==> src/rtl/smb_cfg_pkg.sv <==
package smb_cfg_pkg;

  localparam int BYTE_W     = 8;
  localparam int BANK_SLOTS = 7;                       // slots 0..6 carry meaning
  localparam int PTR_W      = $clog2(BANK_SLOTS + 1);
  localparam int CNT_W      = $clog2(BYTE_W + 1);

  localparam int SLOT_RATE = 0;
  localparam int SLOT_CPU  = 1;
  localparam int SLOT_PCI  = 2;
  localparam int SLOT_MEM  = 3;
  localparam int SLOT_AUX  = 5;

  typedef enum logic [1:0] {
    S_IDLE,
    S_ADDR,
    S_DATA,
    S_ACK
  } smbState_e;

  // strobes from control to datapath
  typedef struct packed {
    logic shiftBit;
    logic bitVal;
    logic writeByte;
    logic restart;
  } dpCtrl_t;

endpackage

==> src/rtl/smb_cfg_ctrl.sv <==
module smb_cfg_ctrl
  import smb_cfg_pkg::*;
#(
  parameter logic [6:0] DEV_ADDR   = 7'b1101001,
  parameter int         SYNC_DEPTH = 2
) (
  input  logic                clk,
  input  logic                rstN,
  input  logic                sclIn,
  input  logic                sdaIn,
  input  logic [BYTE_W-1:0]   rxByte,
  output dpCtrl_t             dpCtrl,
  output logic                sdaPullDown
);

  localparam int LINES = 2;

  logic [LINES-1:0] lineRaw;
  logic [LINES-1:0] lineSync;
  logic             sclS, sdaS, sclPrev, sdaPrev;
  logic             sclRise, sclFall, startDet, stopDet;
  logic             addrHit;
  smbState_e        state;
  logic [CNT_W-1:0] bitCnt;

  assign lineRaw = {sclIn, sdaIn};

  generate
    for (genvar g = 0; g < LINES; g++) begin : gSync
      logic [SYNC_DEPTH-1:0] pipe;
      always_ff @(posedge clk or negedge rstN) begin
        if (!rstN) pipe <= '1;
        else       pipe <= {pipe[SYNC_DEPTH-2:0], lineRaw[g]};
      end
      assign lineSync[g] = pipe[SYNC_DEPTH-1];
    end
  endgenerate

  assign sclS = lineSync[1];
  assign sdaS = lineSync[0];

  always_ff @(posedge clk or negedge rstN) begin
    if (!rstN) begin
      sclPrev <= 1'b1;
      sdaPrev <= 1'b1;
    end else begin
      sclPrev <= sclS;
      sdaPrev <= sdaS;
    end
  end

  always_comb begin
    sclRise  = sclS & ~sclPrev;
    sclFall  = ~sclS & sclPrev;
    startDet = sclS & sclPrev & sdaPrev & ~sdaS;
    stopDet  = sclS & sclPrev & ~sdaPrev & sdaS;
    addrHit  = (rxByte[7:1] == DEV_ADDR) && !rxByte[0];
  end

  always_comb begin
    dpCtrl.shiftBit  = sclRise && (state == S_ADDR || state == S_DATA)
                       && (bitCnt < CNT_W'(BYTE_W));
    dpCtrl.bitVal    = sdaS;
    dpCtrl.writeByte = sclFall && (state == S_DATA) && (bitCnt == CNT_W'(BYTE_W));
    dpCtrl.restart   = startDet;
  end

  always_ff @(posedge clk or negedge rstN) begin
    if (!rstN) begin
      state       <= S_IDLE;
      bitCnt      <= '0;
      sdaPullDown <= 1'b0;
    end else if (startDet) begin
      state       <= S_ADDR;
      bitCnt      <= '0;
      sdaPullDown <= 1'b0;
    end else if (stopDet) begin
      state       <= S_IDLE;
      bitCnt      <= '0;
      sdaPullDown <= 1'b0;
    end else begin
      unique case (state)
        S_ADDR, S_DATA: begin
          if (sclRise && bitCnt < CNT_W'(BYTE_W)) begin
            bitCnt <= bitCnt + 1'b1;
          end else if (sclFall && bitCnt == CNT_W'(BYTE_W)) begin
            if (state == S_DATA || addrHit) begin
              sdaPullDown <= 1'b1;
              state       <= S_ACK;
            end else begin
              sdaPullDown <= 1'b0;
              state       <= S_IDLE;
            end
          end
        end
        S_ACK: begin
          if (sclFall) begin
            sdaPullDown <= 1'b0;
            bitCnt      <= '0;
            state       <= S_DATA;
          end
        end
        default: ;
      endcase
    end
  end

  // acknowledge begins only on a bus clock falling edge
  assert_ack_rises_on_fall_R2: assert property (@(posedge clk) disable iff (!rstN)
    $rose(sdaPullDown) |-> $past(sclFall));

  // acknowledge ends on a falling edge or a bus condition
  assert_ack_release_R2: assert property (@(posedge clk) disable iff (!rstN)
    $fell(sdaPullDown) |-> $past(sclFall || startDet || stopDet));

  // an idle receiver never touches the data line
  assert_idle_quiet_R3: assert property (@(posedge clk) disable iff (!rstN)
    (state == S_IDLE) |-> !sdaPullDown);

  // bit counter stays within one byte
  assert_bitcnt_bound_R4: assert property (@(posedge clk) disable iff (!rstN)
    bitCnt <= CNT_W'(BYTE_W));

  // every committed data byte is acknowledged
  assert_write_then_ack_R4: assert property (@(posedge clk) disable iff (!rstN)
    dpCtrl.writeByte |=> sdaPullDown);

  // stop returns to idle
  assert_stop_idles_R9: assert property (@(posedge clk) disable iff (!rstN)
    stopDet |=> (state == S_IDLE));

endmodule

==> src/rtl/smb_cfg_regs.sv <==
module smb_cfg_regs
  import smb_cfg_pkg::*;
(
  input  logic              clk,
  input  logic              rstN,
  input  dpCtrl_t           dpCtrl,
  output logic [BYTE_W-1:0] rxByte,
  output logic [1:0]        rateSel,
  output logic [1:0]        modeSel,
  output logic [3:0]        cpuEn,
  output logic [1:0]        perEn,
  output logic [5:0]        pciEn,
  output logic              pciFreeEn,
  output logic [7:0]        memEn,
  output logic              apicEn,
  output logic [1:0]        refEn
);

  localparam logic [PTR_W-1:0] PTR_END = PTR_W'(BANK_SLOTS);

  logic [PTR_W-1:0] slotPtr;

  always_ff @(posedge clk or negedge rstN) begin
    if (!rstN) begin
      rxByte  <= '0;
      slotPtr <= '0;
    end else begin
      if (dpCtrl.shiftBit) rxByte <= {rxByte[BYTE_W-2:0], dpCtrl.bitVal};
      if (dpCtrl.restart) slotPtr <= '0;
      else if (dpCtrl.writeByte && slotPtr != PTR_END) slotPtr <= slotPtr + 1'b1;
    end
  end

  always_ff @(posedge clk or negedge rstN) begin
    if (!rstN) begin
      rateSel   <= 2'b11;
      modeSel   <= 2'b00;
      cpuEn     <= '1;
      perEn     <= '1;
      pciEn     <= '1;
      pciFreeEn <= 1'b1;
      memEn     <= '1;
      apicEn    <= 1'b1;
      refEn     <= '1;
    end else if (dpCtrl.writeByte) begin
      case (slotPtr)
        PTR_W'(SLOT_RATE): begin
          rateSel <= rxByte[3:2];
          modeSel <= rxByte[1:0];
        end
        PTR_W'(SLOT_CPU): begin
          cpuEn <= rxByte[3:0];
          perEn <= rxByte[7:6];
        end
        PTR_W'(SLOT_PCI): begin
          pciEn     <= rxByte[5:0];
          pciFreeEn <= rxByte[6];
        end
        PTR_W'(SLOT_MEM): memEn <= rxByte;
        PTR_W'(SLOT_AUX): begin
          apicEn <= rxByte[4];
          refEn  <= rxByte[1:0];
        end
        default: ;
      endcase
    end
  end

  logic unmappedSlot;
  assign unmappedSlot = !(slotPtr == PTR_W'(SLOT_RATE) || slotPtr == PTR_W'(SLOT_CPU) ||
                          slotPtr == PTR_W'(SLOT_PCI)  || slotPtr == PTR_W'(SLOT_MEM) ||
                          slotPtr == PTR_W'(SLOT_AUX));

  // writes to empty slots or past the end leave every field untouched
  assert_unmapped_no_effect_R8: assert property (@(posedge clk) disable iff (!rstN)
    (dpCtrl.writeByte && unmappedSlot) |=>
      ($stable(rateSel) && $stable(modeSel) && $stable(cpuEn) && $stable(perEn) &&
       $stable(pciEn) && $stable(pciFreeEn) && $stable(memEn) && $stable(apicEn) &&
       $stable(refEn)));

  // pointer saturates after the last slot
  assert_ptr_saturates_R8: assert property (@(posedge clk) disable iff (!rstN)
    (dpCtrl.writeByte && !dpCtrl.restart && slotPtr == PTR_END) |=> (slotPtr == PTR_END));

  // a start rewinds to slot 0
  assert_restart_rewinds_R9: assert property (@(posedge clk) disable iff (!rstN)
    dpCtrl.restart |=> (slotPtr == '0));

endmodule

==> src/rtl/smb_cfg_slave.sv <==
module smb_cfg_slave
  import smb_cfg_pkg::*;
#(
  parameter logic [6:0] DEV_ADDR   = 7'b1101001,
  parameter int         SYNC_DEPTH = 2
) (
  input  logic       clk,
  input  logic       rstN,
  input  logic       sclIn,
  input  logic       sdaIn,
  output logic       sdaPullDown,
  output logic [1:0] rateSel,
  output logic [1:0] modeSel,
  output logic [3:0] cpuEn,
  output logic [1:0] perEn,
  output logic [5:0] pciEn,
  output logic       pciFreeEn,
  output logic [7:0] memEn,
  output logic       apicEn,
  output logic [1:0] refEn
);

  dpCtrl_t           dpCtrl;
  logic [BYTE_W-1:0] rxByte;

  smb_cfg_ctrl #(.DEV_ADDR(DEV_ADDR), .SYNC_DEPTH(SYNC_DEPTH)) ctrl_i (
    .clk(clk), .rstN(rstN), .sclIn(sclIn), .sdaIn(sdaIn),
    .rxByte(rxByte), .dpCtrl(dpCtrl), .sdaPullDown(sdaPullDown)
  );

  smb_cfg_regs regs_i (
    .clk(clk), .rstN(rstN), .dpCtrl(dpCtrl), .rxByte(rxByte),
    .rateSel(rateSel), .modeSel(modeSel), .cpuEn(cpuEn), .perEn(perEn),
    .pciEn(pciEn), .pciFreeEn(pciFreeEn), .memEn(memEn), .apicEn(apicEn),
    .refEn(refEn)
  );

endmodule

==> config.mk <==
export PLATFORM = sky130hd
export DESIGN_NAME = smb_cfg_slave
export DESIGN_NICKNAME = d
export VERILOG_FILES = /design/src/rtl/smb_cfg_pkg.sv /design/src/rtl/smb_cfg_ctrl.sv /design/src/rtl/smb_cfg_regs.sv /design/src/rtl/smb_cfg_slave.sv
export SDC_FILE = /design/constraint.sdc
export NUM_CORES = 1
export LEC_CHECK = 0
export BUFFER_PORTS_ARGS = -buffer_cell sky130_fd_sc_hd__buf_2
export CAP_MARGIN = 0
export CORE_MARGIN = 10
export CORE_UTILIZATION = 45
export CTS_CLUSTER_SIZE = 8
export DETAILED_ROUTE_END_ITERATION = 12
export PLACE_DENSITY = 0.65
export SLEW_MARGIN = 20
export SYNTH_ARGS = -nofsm -noshare
export SYNTH_HDL_FRONTEND = slang
export SYNTH_SLANG_ARGS = --single-unit
export TNS_END_PERCENT = 10
==> constraint.sdc <==
create_clock -name clk -period 5.15 [get_ports clk]
set_input_delay 0.7725 -clock clk [delete_from_list [all_inputs] [get_ports clk]]
set_output_delay 0.7725 -clock clk [all_outputs]
set_load 0.05 [all_outputs]
Word level (Yosys, flattened, before mapping)
Index checks and enable logic that the tools add are counted.
Word-level totals
  bits in registers: 52
  input port bits: 4
  logic and storage cells: 89
Cells by class
  multiplexer cells: 21
  reduce and logical (&&, ||, !) cells: 22
  $lt $le $gt $ge: 1
  bitwise operators: 11
  equal/unequal tests: 14
  add/subtract/negate cells: 2
Operators with widths (number)
  two-way mux 4 bit: 4
  two-way mux 2 bit: 6
  != test 4 x 1 -> 1 bit, second input constant: 3
  AND reduction 2 bit: 5
  logical AND 1 bit: 8
  one-hot mux 4 bit (2 select lines): 1
  AND 1 bit: 7
  equality test 7 bit, second input constant: 1
  equality test 3 x 2 -> 1 bit, second input constant: 2
  two-way mux 1 bit: 6
  two-way mux 3 bit: 2
  adder 4 x 1 -> 4 bit, second input constant: 1
  equality test 2 bit, second input constant: 2
  equality test 4 bit, second input constant: 1
  less-than comparator 4 bit, second input constant: 1
  != test 4 x 2 -> 1 bit, second input constant: 1
  NOT 1 bit: 4
  one-hot mux 2 bit (2 select lines): 1
  AND reduction 4 bit: 1
  nonzero test 4 bit: 1
  adder 3 x 1 -> 3 bit, second input constant: 1
  equality test 3 x 1 -> 1 bit, second input constant: 1
  equality test 3 bit, second input constant: 1
  zero test 3 bit: 1
  other kinds (8): 9

Longest topological paths before layout
Gate-level depths: netlist (run 1).
  word-level depth: 9
  mapped depth: 7

Hierarchy
A second synthesis (run 1) with hierarchy kept.
Unflattened totals
  cell total of the unflattened synthesis: 167
  area, all modules: 2306.0 um^2
By module, submodules not included
  smb_cfg_regs: cells an instance 98, area each 1581.5 um^2, sequential area each 1008.5 um^2, times used 1
  smb_cfg_ctrl: cells an instance 69, area each 724.4 um^2, sequential area each 332.8 um^2, times used 1

Worst setup path after synthesis (run 1)
No wires, ideal clock.
  path kind: reg-to-reg
  from: register ctrl_i.sclPrev
  to: register regs_i.pciEn[0]
  stages on the path, launching flop included: 6
  path slack: 3368 ps
  data required time: 5068 ps
  arrival time: 1699 ps
  cells stage by stage: dfstp_2 > or3b_4 > nor3_2 > and2_1 > buf_4 > mux2_2
On the way
  cells in the longest elaborated chain, start to end: 4
Ends and longest elaborated chain
  start: declaration: RTL line smb_cfg_ctrl.sv:20  | logic sclS, sdaS, sclPrev, sdaPrev;
  start signal: assignment: RTL line smb_cfg_ctrl.sv:47  | sclPrev <= sclS;
  AND 1 bit: RTL line smb_cfg_ctrl.sv:54  | sclFall = ~sclS & sclPrev;
  logical AND 1 bit (2 in a row): RTL line smb_cfg_ctrl.sv:64  | dpCtrl.writeByte = sclFall && (state == S_DATA) && (bitCnt == CNT_W'(BYTE_W));
  AND reduction 2 bit (no source line)
  end signal: assignment: RTL line smb_cfg_regs.sv:56  | pciEn <= rxByte[5:0];
  end: declaration: RTL line smb_cfg_regs.sv:12  | output logic [5:0] pciEn,
Every way passes these cells.
A chain may end at the register's enable or synchronous reset.

Worst setup path in the final report (run 1)
  from: register ctrl_i.sclPrev
  to: register regs_i.pciEn[3]
Same word-level chain as after synthesis.

==> results of run 1 <==
[cell usage after synthesis (2+ instances only)]
master	instances
sky130_fd_sc_hd__mux2_2	36
sky130_fd_sc_hd__dfstp_2	32
sky130_fd_sc_hd__dfrtp_1	20
sky130_fd_sc_hd__ha_1	11
sky130_fd_sc_hd__nand2_1	11
sky130_fd_sc_hd__inv_1	9
sky130_fd_sc_hd__and2_1	5
sky130_fd_sc_hd__a21o_1	3
sky130_fd_sc_hd__nand3_1	3
sky130_fd_sc_hd__o2111ai_1	3
sky130_fd_sc_hd__a31o_2	2
sky130_fd_sc_hd__a32o_1	2
sky130_fd_sc_hd__buf_4	2
sky130_fd_sc_hd__mux2i_1	2
sky130_fd_sc_hd__nor3_1	2
sky130_fd_sc_hd__nor4bb_1	2
sky130_fd_sc_hd__o21ai_0	2
[sequential cells by signal (all words and copies together), names as in the netlist, 2 cells and up]
| signal | count |
|---|---|
| regs_i.slotPtr | 3 |
| regs_i.modeSel | 2 |
| regs_i.rxByte | 8 |
| ctrl_i.bitCnt | 4 |
| ctrl_i.gSync.pipe | 4 |
| regs_i.refEn | 2 |
| regs_i.cpuEn | 4 |
| regs_i.memEn | 8 |
| regs_i.pciEn | 6 |
| ctrl_i.state | 2 |
| regs_i.perEn | 2 |
| regs_i.rateSel | 2 |
[per-stage QoR]
stage	utilization, %	setup slack, ns	hold slack (ns)
2_1_floorplan	-	3.37	0.345
3_3_place_gp	51.1	3.21	0.346
3_5_place_dp	51.1	3.16	0.347
4_1_cts	52.8	3.14	0.360
5_1_grt	52.8	3.03	0.367
6_report	52.8	3.15	0.359
[where the power goes]
part	leakage, nW	internal, mW	switching (mW)	total [mW]
logic	0.614	0.144	0.171	0.316
registers	0.592	0.469	0.0774	0.547
clock network	0.0424	0.0972	0.126	0.224
total	1.25	0.711	0.375	1.09
[critical path, cell delays in order (launching register included)]
cell and delay [ns]:
sky130_fd_sc_hd__dfstp_2 0.55, sky130_fd_sc_hd__or3b_4 0.42, sky130_fd_sc_hd__nor3_2 0.21, sky130_fd_sc_hd__and2_1 0.36, sky130_fd_sc_hd__mux2_2 0.38
[cells by family after synthesis]
kind of cell	count (synthesis)
xor gates and xnor gates	2
adders and majority gates	11
and+or+nand+nor	37
muxes	38
buffers and inverters	11
DFF	52
AOI/OAI and AO/OA	19
[path summary, 6_finish.rpt]
kind,endpoint,slack [ns]
min in group asynchronous,ctrl_i.state[1],0.56
min reg2reg,ctrl_i.gSync[0].pipe[1],0.36
max,regs_i.pciEn[3],3.15
max reg2reg,regs_i.pciEn[3],3.15
min,ctrl_i.gSync[0].pipe[1],0.36
max in group asynchronous,regs_i.modeSel[0],4.17
[layer usage]
| layer | vias to the layer above | track usage [%] | wire [µm] |
|---|---|---|---|
| met2 | 24 | 17.3 | 2200 |
| met3 | 7 | 3.79 | 202 |
| met4 | 0 | 3.21 | 61 |
| li1 | 681 | - | - |
| met5 | - | 0 | 0 |
| met1 | 716 | 13.4 | 2070 |
[final cells by class]
| class | instances | area, µm² |
|---|---|---|
| clock inverter | 1 | 8.76 |
| inverter | 9 | 33.8 |
| multi-input combinational | 107 | 962 |
| tap | 70 | 87.6 |
| sequential | 52 | 1340 |
| clock buffer | 7 | 76.3 |
| timing repair buffer | 33 | 168 |
| fill | 459 | 2400 |
==> impl_results.rst, run 1 <==
.. list-table::
   :header-rows: 1

   * - Metric
     - Value
   * - Outcome
     - finished, final reports clean
   * - Number of buffers inserted by port buffering
     - 32
   * - Buffer depth of the longest clock path
     - 2
   * - Yosys synthesis warning count
     - 0
   * - Number of levels the H-tree was split into
     - 2
   * - Area of placed instances
     - 2590 µm²
   * - Chip width
     - 92.3 µm
   * - Share of post-route cells with drive strength above 1
     - 55.5%
   * - Via count of the first global-routing pass
     - 1441
   * - Headroom to the max-slew limit
     - 58.1%
   * - Multiplexer fraction of the synthesized cell area
     - 18.1%
   * - Min Tclk post-route
     - 2.00 ns
   * - Xor and xnor area share after synthesis
     - 0.745%
   * - Startpoint of the worst setup timing path
     - ctrl_i.sclPrev
   * - Total iterations of the first detailed-routing run
     - 4
   * - Top cell type by total area after synthesis
     - sky130_fd_sc_hd__dfstp_2
   * - Synth Cell Area
     - 2350 µm²
   * - Overall die area
     - 8520 µm²
   * - Clock skew
     - 0.00713 ns
   * - Total GRT Usage
     - 10.8%
   * - DRC Markers
     - 0
   * - Area fraction in compound gates after synthesis
     - 6.49%
   * - Net Count, Synth
     - 185
   * - Power per Cell Area
     - 405 nW/µm²
   * - Initial antenna violation count
     - 0
   * - Cell types with the largest area share after synthesis
     - sky130_fd_sc_hd__dfstp_2, sky130_fd_sc_hd__dfrtp_1, sky130_fd_sc_hd__mux2_2
   * - Sequential fraction of the synthesis area
     - 57.0%
   * - Detailed-route wire length
     - 4530 µm
   * - R2r startpoint
     - ctrl_i.sclPrev
   * - Final-report hold violation count
     - 0
   * - Number of endpoints failing setup at the final stage
     - 0
   * - Post-synthesis share of cell area spent on full adders, half adders and majority gates
     - 5.85%
   * - Row Count
     - 26
   * - Static leakage
     - 1.25 nW
   * - Number of placed I/O pins
     - 33
   * - Accumulated negative setup slack
     - 0 ns
   * - Area grow syn2layout
     - 13.8%
   * - Inst Count DP
     - 271
   * - Number of buffers added to fix hold violations after cts
     - 0
   * - Max Clk Rate
     - 501 MHz
   * - WL per Instance
     - 16.2 µm
   * - Drt via density
     - 5.12
   * - Wire length of the first global-routing pass
     - 7420 µm
   * - Number of instances resized during post-cts repair
     - 0
   * - Antenna Cells
     - 0
   * - Number of library cell types mapped by synthesis
     - 40
   * - Number of CTS-inserted buffers
     - 5
   * - Most frequent standard cell in the layout excluding fill and tap cells
     - sky130_fd_sc_hd__mux2_2
   * - Hold Path Cell Cnt
     - 0
   * - Critical path required time
     - 5.38 ns
   * - Peak supply drop
     - 0.260 mV
   * - Power, Total
     - 1.09 mW
   * - Initial Utilization
     - 46.4%
   * - Post-synth EDFFs
     - 0
   * - Critical Path Start Type
     - register
   * - Worst endpoint data arrival time
     - 2.23 ns
   * - Maximum fanout along the worst path
     - 7
   * - Hold path startpoint
     - ctrl_i.gSync[0].pipe[0]
   * - Placed wire-length estimate
     - 3350 µm
   * - RSZ-0062 raised after global routing
     - false
   * - Yosys reg bits
     - 52
   * - Async set-reset flop share out of synthesis
     - 100%
   * - Count of non-filler cells in the finished layout
     - 279
   * - Layout Nets
     - 223
   * - Clock-pin transition on the worst setup and hold timing paths
     - 0.09 ns
   * - Ys flop type
     - sky130_fd_sc_hd__dfstp_2
   * - Height of the die
     - 92.3 µm
   * - Gp weighted congestion
     - 0.825
   * - Initial DRC Count
     - 65
   * - Simple-gate share of the synthesized area
     - 9.73%
   * - Share of the clock period used by the worst path after layout
     - 38.8%
   * - Setup bufs post-CTS
     - 0
   * - Remaining number of nets flagged by the antenna check after routing
     - 0
   * - Type of the most critical hold path
     - reg2reg
   * - Pin slew with the least headroom to its limit
     - 0.628 ns
   * - Final design instance area without fill
     - 2680 µm²
   * - Count of mapped cells out of synthesis
     - 170
   * - CTS tree
     - yes
   * - Depth of the worst register-to-register path
     - 4
   * - Synth Area per Inst
     - 13.8 µm²
   * - Final Slew Violations
     - 0
   * - CP Capture Type
     - register
   * - Count of clock tree sinks
     - 52
   * - Largest net degree at the start of global routing
     - 53
   * - Portion of synthesized cell area occupied by the leading cell type
     - 35.7%
   * - Max capacitance violation total
     - 0
   * - Highest-count cells in the layout ignoring fill and taps
     - sky130_fd_sc_hd__mux2_2, sky130_fd_sc_hd__dfstp_2, sky130_fd_sc_hd__buf_2
   * - Routed vias
     - 1428
   * - Cell at the root of the clock tree
     - sky130_fd_sc_hd__clkbuf_8
   * - Leftover overflow at the end of global routing
     - 0
   * - Clk Latency, worst-skew pair
     - 0.30 ns
   * - Area inside the core boundary
     - 5070 µm²
   * - Main combinational cell family by area after synthesis
     - multiplexers
   * - Critical setup path kind
     - reg2reg
Note: power is estimated with default switching activity, not from simulation.
==> inputs of run 2 (changes only) <==
Settings changed: PLACE_DENSITY 0.65 to 0.68.
Clock period 5.15 ns to 1.7 ns, I/O delays scaled along.
==> run 2 against run 1 <==
The flow now finishes with violations (setup timing). Largest power group unchanged. First-iteration DRC count increased by 15%. Non-clock buffer count increased by 27. Via count increased by 8.7%. Sequential share of layout area decreased by 6.6 points. Global-route usage increased by 1.2 points. Wire length increased by 11%. Utilization increased by 8.0 points. Clock skew increased by 0.0048 ns.
==> impl_results.rst, run 2 (same netlist as run 1, synthesis figures left out) <==
.. list-table::
   :header-rows: 1

   * - Metric
     - Value
   * - Accumulated negative setup slack
     - -1.96 ns
   * - Power, Total
     - 4.05 mW
   * - CTS tree
     - yes
   * - Worst-path cell with the longest stage delay
     - sky130_fd_sc_hd__dfstp_2
   * - Number of levels the H-tree was split into
     - 2
   * - Highest-count cells in the layout ignoring fill and taps
     - sky130_fd_sc_hd__dfstp_2, sky130_fd_sc_hd__buf_2, sky130_fd_sc_hd__buf_4
   * - Setup bufs post-CTS
     - 0
   * - Wire length of the first global-routing pass
     - 8290 µm
   * - Pin slew with the least headroom to its limit
     - 0.427 ns
   * - Max capacitance violation total
     - 0
   * - Initial Utilization
     - 46.4%
   * - Layout Nets
     - 250
   * - Type of the most critical hold path
     - in2reg
   * - Switching power summed over all nets
     - 1.29 mW
   * - Sequential power share
     - 38.3%
   * - Most congested layer reported by global routing
     - met2
   * - Maximum cell stage delay along the critical path
     - 0.53 ns
   * - Leftover overflow at the end of global routing
     - 0
   * - Final Slew Violations
     - 0
   * - Final setup slack of the worst path
     - -0.124 ns
   * - Clock skew
     - 0.0119 ns
   * - Number of CTS-inserted buffers
     - 5
   * - Proportion of total power due to net switching
     - 31.8%
   * - Static leakage
     - 1.45 nW
   * - Number of buffers inserted by port buffering
     - 32
   * - Met1 track demand over resource in global routing
     - 15.3%
   * - Clock-pin transition on the worst setup and hold timing paths
     - 0.10 ns
   * - Crit-path leading delay family
     - simple AND/OR/NAND/NOR gates
   * - Critical path required time
     - 1.94 ns
   * - Initial DRC Count
     - 75
   * - Routed vias
     - 1552
   * - Min Tclk post-route
     - 1.82 ns
   * - Placed wire-length estimate
     - 3500 µm
   * - Remaining number of nets flagged by the antenna check after routing
     - 0
   * - Fill cell count
     - 430
   * - Internal Power
     - 2.76 mW
   * - Maximum fanout along the worst path
     - 7
   * - Met2 Use GR
     - 19.1%
   * - Area inside the core boundary
     - 5070 µm²
   * - Clock network power share
     - 25.0%
   * - Critical Path Start Type
     - register
   * - Clk Latency, worst-skew pair
     - 0.31 ns
   * - Count of clock tree sinks
     - 52
   * - Worst endpoint data arrival time
     - 2.06 ns
   * - Number of placed I/O pins
     - 33
   * - Via count of the first global-routing pass
     - 1616
   * - Final hold slack
     - 0.0406 ns
   * - CP Capture Type
     - register
   * - Final-report hold violation count
     - 0
   * - Buffer depth of the longest clock path
     - 2
   * - Power per Cell Area
     - 1310 nW/µm²
   * - Share of the clock period used by the worst path after layout
     - 107%
   * - Largest net degree at the start of global routing
     - 53
   * - Headroom to the max-slew limit
     - 71.1%
   * - Drt via density
     - 5.07
   * - Outcome
     - complete, but fails checks
   * - Gp weighted congestion
     - 0.814
   * - Overall die area
     - 8520 µm²
   * - Total iterations of the first detailed-routing run
     - 3
   * - Detailed-route wire length
     - 5020 µm
   * - Cell chain of the critical path
     - or3b_4 -> nor3_4 -> and2_4 -> mux2_2
   * - Number of endpoints failing setup at the final stage
     - 24
   * - Row Count
     - 26
   * - Max Clk Rate
     - 548 MHz
   * - Area grow syn2layout
     - 31.1%
   * - Worst Path Buf+Inv
     - 0
   * - Power share of the combinational group
     - 36.7%
   * - Setup slack on the worst flop-to-flop path
     - -0.12 ns
   * - Worst slack at placement
     - -0.147 ns
   * - Total GRT Usage
     - 12.0%
   * - Chip width
     - 92.3 µm
   * - Critical setup path kind
     - reg2reg
   * - Regs by FF count
     - regs_i.memEn: 8 flops, regs_i.rxByte: 8 flops, regs_i.pciEn: 6 flops
   * - Height of the die
     - 92.3 µm
   * - Initial antenna violation count
     - 0
   * - DRC Markers
     - 0
   * - Cell at the root of the clock tree
     - sky130_fd_sc_hd__clkbuf_8
   * - Antenna Cells
     - 0
   * - Failing checks
     - setup timing
   * - Peak supply drop
     - 1.02 mV
   * - Share of post-route cells with drive strength above 1
     - 64.0%
   * - RSZ-0062 raised after global routing
     - true
   * - WL per Instance
     - 16.4 µm
   * - Grt met3 use
     - 3.71%
==> run 2: cell count changes in the layout (fill, tap and decap cells not counted), sizes merged <==
cell | previous run | this run
dlygate4sd3 | 0 | 1
clkbuf | 7 | 5
buf | 33 | 59
inv | 9 | 10
clkinv | 1 | 0
bufinv | 0 | 2
==> run 2: path summary, 6_finish.rpt <==
kind                       cells past startpoint                       to                     from
hold reg to reg                                0  ctrl_i.gSync[1].pipe[1]  ctrl_i.gSync[1].pipe[0]
setup reg to reg                               4          regs_i.pciEn[3]           ctrl_i.sclPrev
hold / removal                                 1  ctrl_i.gSync[1].pipe[0]                    sclIn
min in group asynchronous                      3         regs_i.rxByte[1]                     rstN
max in group asynchronous                      3  ctrl_i.gSync[1].pipe[0]                     rstN
setup / recovery                               4          regs_i.pciEn[3]           ctrl_i.sclPrev
==> run 2: metrics by stage <==
step	instance area, µm²	util (%)	instances
global placement	2830	55.8	298
finish	3080	60.8	306
global route	3080	60.8	306
floorplan	2360	-	170
CTS	3040	59.8	307
detailed placement	2830	55.8	298
==> run 2: per-layer routing <==
metal / up-vias / part of all wire, %
met5: - / 0
met4: 0 / 1.2
li1: 736 / -
met2: 26 / 48
met1: 784 / 46
met3: 6 / 4.0
==> run 2: power by group through the flow <==
| stage | clock [mW] | combinational, mW | sequential, mW |
|---|---|---|---|
| 2_1_floorplan | 0 | 0.698 | 1.66 |
| 3_3_place_gp | 0 | 1.35 | 1.56 |
| 3_5_place_dp | 0 | 1.38 | 1.57 |
| 4_1_cts | 1.04 | 1.42 | 1.55 |
| 5_1_grt | 1.10 | 1.64 | 1.58 |
| 6_report | 1.01 | 1.49 | 1.55 |
==> run 2: cell type report <==
type | instances | area [µm²] | area share (%)
timing repair buffer | 60 | 409 | 13.3
clock buffer | 5 | 68.8 | 2.23
multi-input combinational | 107 | 1070 | 34.8
tap | 70 | 87.6 | 2.84
clock inverter | 3 | 68.8 | 2.23
sequential | 52 | 1340 | 43.5
inverter | 9 | 33.8 | 1.10
==> run 2: repair_timing <==
action,in CTS,in global routing
cloned,0,0
pin swaps,9,2
resized for setup,16,19
endpoints found under the setup margin,35,41
hold buffers,1,0
endpoints found under the hold margin,20,0
==> inputs of run 3 (changes only) <==
Settings changed: SYNTH_HIERARCHICAL set to 1.
==> run 3 against run 2 <==
The flow now finishes without violations. Count of clock-buffer cells in the layout is 1 higher. Setup slack better by 0.13 ns. Fmax is 7.6% higher. Wire length is 9.6% lower. Area after synthesis is 2.0% lower. Clock skew hardly changed. Final cell count is 5.9% lower. Sequential power hardly changed. Highest routed layer unchanged.
==> impl_results.rst, run 3 <==
.. list-table::
   :header-rows: 1

   * - Metric
     - Value
   * - Outcome
     - finished, final reports clean
   * - Final design instance area without fill
     - 2820 µm²
   * - R2r startpoint
     - ctrl_i/state[0]
   * - Detailed-route wire length
     - 4540 µm
   * - Total GRT Usage
     - 11.5%
   * - Total iterations of the first detailed-routing run
     - 4
   * - Fill cell count
     - 412
   * - Portion of synthesized cell area occupied by the leading cell type
     - 36.5%
   * - Initial Utilization
     - 47.6%
   * - Maximum cell stage delay along the critical path
     - 0.41 ns
   * - Regs by FF count
     - regs_i/memEn: 8 flops, regs_i/rxByte: 8 flops, regs_i/pciEn: 6 flops
   * - Remaining number of nets flagged by the antenna check after routing
     - 0
   * - Final-report hold violation count
     - 0
   * - Area of placed instances
     - 2660 µm²
   * - Type of the most critical hold path
     - in2reg
   * - Most frequent standard cell in the layout excluding fill and tap cells
     - sky130_fd_sc_hd__mux2_2
   * - Async set-reset flop share out of synthesis
     - 100%
   * - Critical path required time
     - 1.94 ns
   * - Number of placed I/O pins
     - 33
   * - Cell types with the largest area share after synthesis
     - sky130_fd_sc_hd__dfstp_2, sky130_fd_sc_hd__dfrtp_1, sky130_fd_sc_hd__mux2_2
   * - Initial DRC Count
     - 60
   * - Yosys reg bits
     - 52
   * - Sequential fraction of the synthesis area
     - 58.2%
   * - Critical setup path kind
     - reg2reg
   * - Pin slew with the least headroom to its limit
     - 0.428 ns
   * - Clock skew
     - 0.0115 ns
   * - Number of library cell types mapped by synthesis
     - 34
   * - Overall die area
     - 8390 µm²
   * - Highest-count cells in the layout ignoring fill and taps
     - sky130_fd_sc_hd__mux2_2, sky130_fd_sc_hd__dfstp_2, sky130_fd_sc_hd__buf_2
   * - Number of buffers inserted by port buffering
     - 32
   * - Gp weighted congestion
     - 0.797
   * - DRC Markers
     - 0
   * - Reg-to-reg endpoint
     - regs_i/pciEn[5]
   * - Static leakage
     - 1.34 nW
   * - Inst Count DP
     - 278
   * - RSZ-0062 raised after global routing
     - true
   * - Count of clock tree sinks
     - 52
   * - Setup slack on the worst flop-to-flop path
     - 0.004 ns
   * - Row Count
     - 25
   * - Critical Path Start Type
     - register
   * - Min Tclk post-route
     - 1.70 ns
   * - Worst-path cell with the longest stage delay
     - sky130_fd_sc_hd__dfrtp_1
   * - Peak supply drop
     - 0.547 mV
   * - Number of CTS-inserted buffers
     - 5
   * - Area inside the core boundary
     - 4850 µm²
   * - Synth Cell Area
     - 2310 µm²
   * - Via count of the first global-routing pass
     - 1615
   * - Max Clk Rate
     - 590 MHz
   * - Worst endpoint data arrival time
     - 1.93 ns
   * - CP Capture Type
     - register
   * - Yosys synthesis warning count
     - 6
   * - WL per Instance
     - 15.8 µm
   * - Placed wire-length estimate
     - 3390 µm
   * - Synth cell count leaders
     - sky130_fd_sc_hd__mux2_2, sky130_fd_sc_hd__dfstp_2, sky130_fd_sc_hd__dfrtp_1, sky130_fd_sc_hd__ha_1, sky130_fd_sc_hd__nor2_1
   * - Synth Area per Inst
     - 13.8 µm²
   * - Drt via density
     - 5.06
   * - Largest net degree at the start of global routing
     - 53
   * - Height of the die
     - 91.6 µm
   * - Antenna Cells
     - 0
   * - Clock-pin transition on the worst setup and hold timing paths
     - 0.09 ns
   * - Worst Path Buf+Inv
     - 3
   * - Startpoint of the worst setup timing path
     - ctrl_i/state[0]
   * - Depth of the worst register-to-register path
     - 8
   * - Combined area of the multi-input logic cells
     - 971 µm²
   * - Ys flop type
     - sky130_fd_sc_hd__dfstp_2
   * - Most used standard cell by instance count after synthesis
     - sky130_fd_sc_hd__mux2_2
   * - Crit-path leading delay family
     - simple AND/OR/NAND/NOR gates
   * - Top cell type by total area after synthesis
     - sky130_fd_sc_hd__dfstp_2
   * - Layout Nets
     - 235
   * - Sequential Area
     - 1340 µm²
   * - Clk Latency, worst-skew pair
     - 0.30 ns
   * - Max capacitance violation total
     - 0
   * - Share of the clock period used by the worst path after layout
     - 99.8%
   * - Headroom to the max-slew limit
     - 71.1%
   * - Cell at the root of the clock tree
     - sky130_fd_sc_hd__clkbuf_8
   * - Number of endpoints failing setup at the final stage
     - 0
   * - Levels on crit path
     - 8
   * - Share of post-route cells with drive strength above 1
     - 64.7%
   * - CTS tree
     - yes
   * - Cell chain of the critical path
     - inv_2 -> ha_1 -> inv_1 -> nor3_2 -> buf_4 -> and2b_2 -> nand2_4 -> mux2_4
   * - Count of non-filler cells in the finished layout
     - 288
   * - Power per Cell Area
     - 1270 nW/µm²
   * - Final hold slack
     - 0.0502 ns
   * - Routed vias
     - 1456
   * - Final Slew Violations
     - 0
   * - End of the critical path
     - regs_i/pciEn[5]
   * - Net Count, Synth
     - 182
   * - Area grow syn2layout
     - 22.2%
   * - Power, Total
     - 3.59 mW
   * - Count of mapped cells out of synthesis
     - 167
   * - Wire length of the first global-routing pass
     - 7860 µm
   * - Initial antenna violation count
     - 0
   * - Post-synth EDFFs
     - 0
   * - Accumulated negative setup slack
     - 0 ns
   * - Chip width
     - 91.6 µm
   * - Maximum fanout along the worst path
     - 7
   * - Leftover overflow at the end of global routing
     - 0
   * - Buffer depth of the longest clock path
     - 2
   * - Number of levels the H-tree was split into
     - 2
## run 3: changes by cell type after synthesis, sizes merged, moves of 2 or more
cell / previous run / this run
o2111ai: 3 / 0
a21oi: 1 / 4
nand2: 11 / 6
and2: 5 / 1
nor2: 3 / 11
a32o: 2 / 0
a21o: 3 / 0
a211oi: 1 / 3
and2b: 0 / 2
## run 3: how the worst min path moves through the flow
stage                                    endpoint  cells past startpoint  start
after CTS                 ctrl_i/gSync[0].pipe[0]                      1  sdaIn
after global placement            ctrl_i/state[1]                      2   rstN
final                     ctrl_i/gSync[0].pipe[0]                      1  sdaIn
after global routing      ctrl_i/gSync[1].pipe[0]                      1  sclIn
after floorplan                  ctrl_i/bitCnt[0]                      0   rstN
after detailed placement          ctrl_i/state[1]                      2   rstN
## run 3: worst reg2reg max path: cells and delay by family, from the launching register on
kind                     cells  cell delay (ns)
adder cells (fa/ha/maj)      1             0.16
buffers and inverters        3             0.30
flip-flops                   1             0.41
multiplexers                 1             0.31
AND/OR/NAND/NOR              3             0.47
## run 3: area by class of cell
class                      count  area share, %
sequential                    52           47.6
multi-input combinational    104           34.5
timing repair buffer          49           10.7
tap                           67           2.98
clock buffer                   6           2.58
inverter                       8           1.07
clock inverter                 2          0.533
## run 3: cell families after synthesis
family	Yosys count	share of synthesized area [%]
AOI/OAI and AO/OA	16	5.53
buffers and inverters	11	2.17
xor gates and xnor gates	2	0.760
muxes	38	18.4
and+or+nand+nor	37	8.95
adders and majority gates	11	5.97
DFF	52	58.2
## run 3: metal layers
metal,GRT usage [%],up-vias,routed length [µm]
met3,3.87,9,238
met1,12.6,728,1930
li1,-,692,-
met4,3.92,0,71
met5,0,-,0
met2,20.2,27,2300
## run 3: report_power, final
group | internal, mW | total, mW | switching (mW)
Combinational | 0.650 | 1.32 | 0.669
Clock | 0.294 | 0.688 | 0.393
Sequential | 1.43 | 1.58 | 0.148
## run 3: per-stage QoR
step / setup WS, ns / utilization [%]
2_1_floorplan: 0.00827 / -
4_1_cts: -0.0100 / 57.5
3_3_place_gp: -0.0140 / 54.8
6_report: 0.00402 / 58.1
5_1_grt: -0.107 / 58.1
3_5_place_dp: -0.0531 / 54.8
## run 3: repair_timing
action,CTS,global route
endpoints found under the setup margin,14,45
setup buffers,1,0
pin swaps,2,2
hold buffers,1,0
hold endpoints to repair,20,0
cloned,0,0
gates resized for setup,7,9
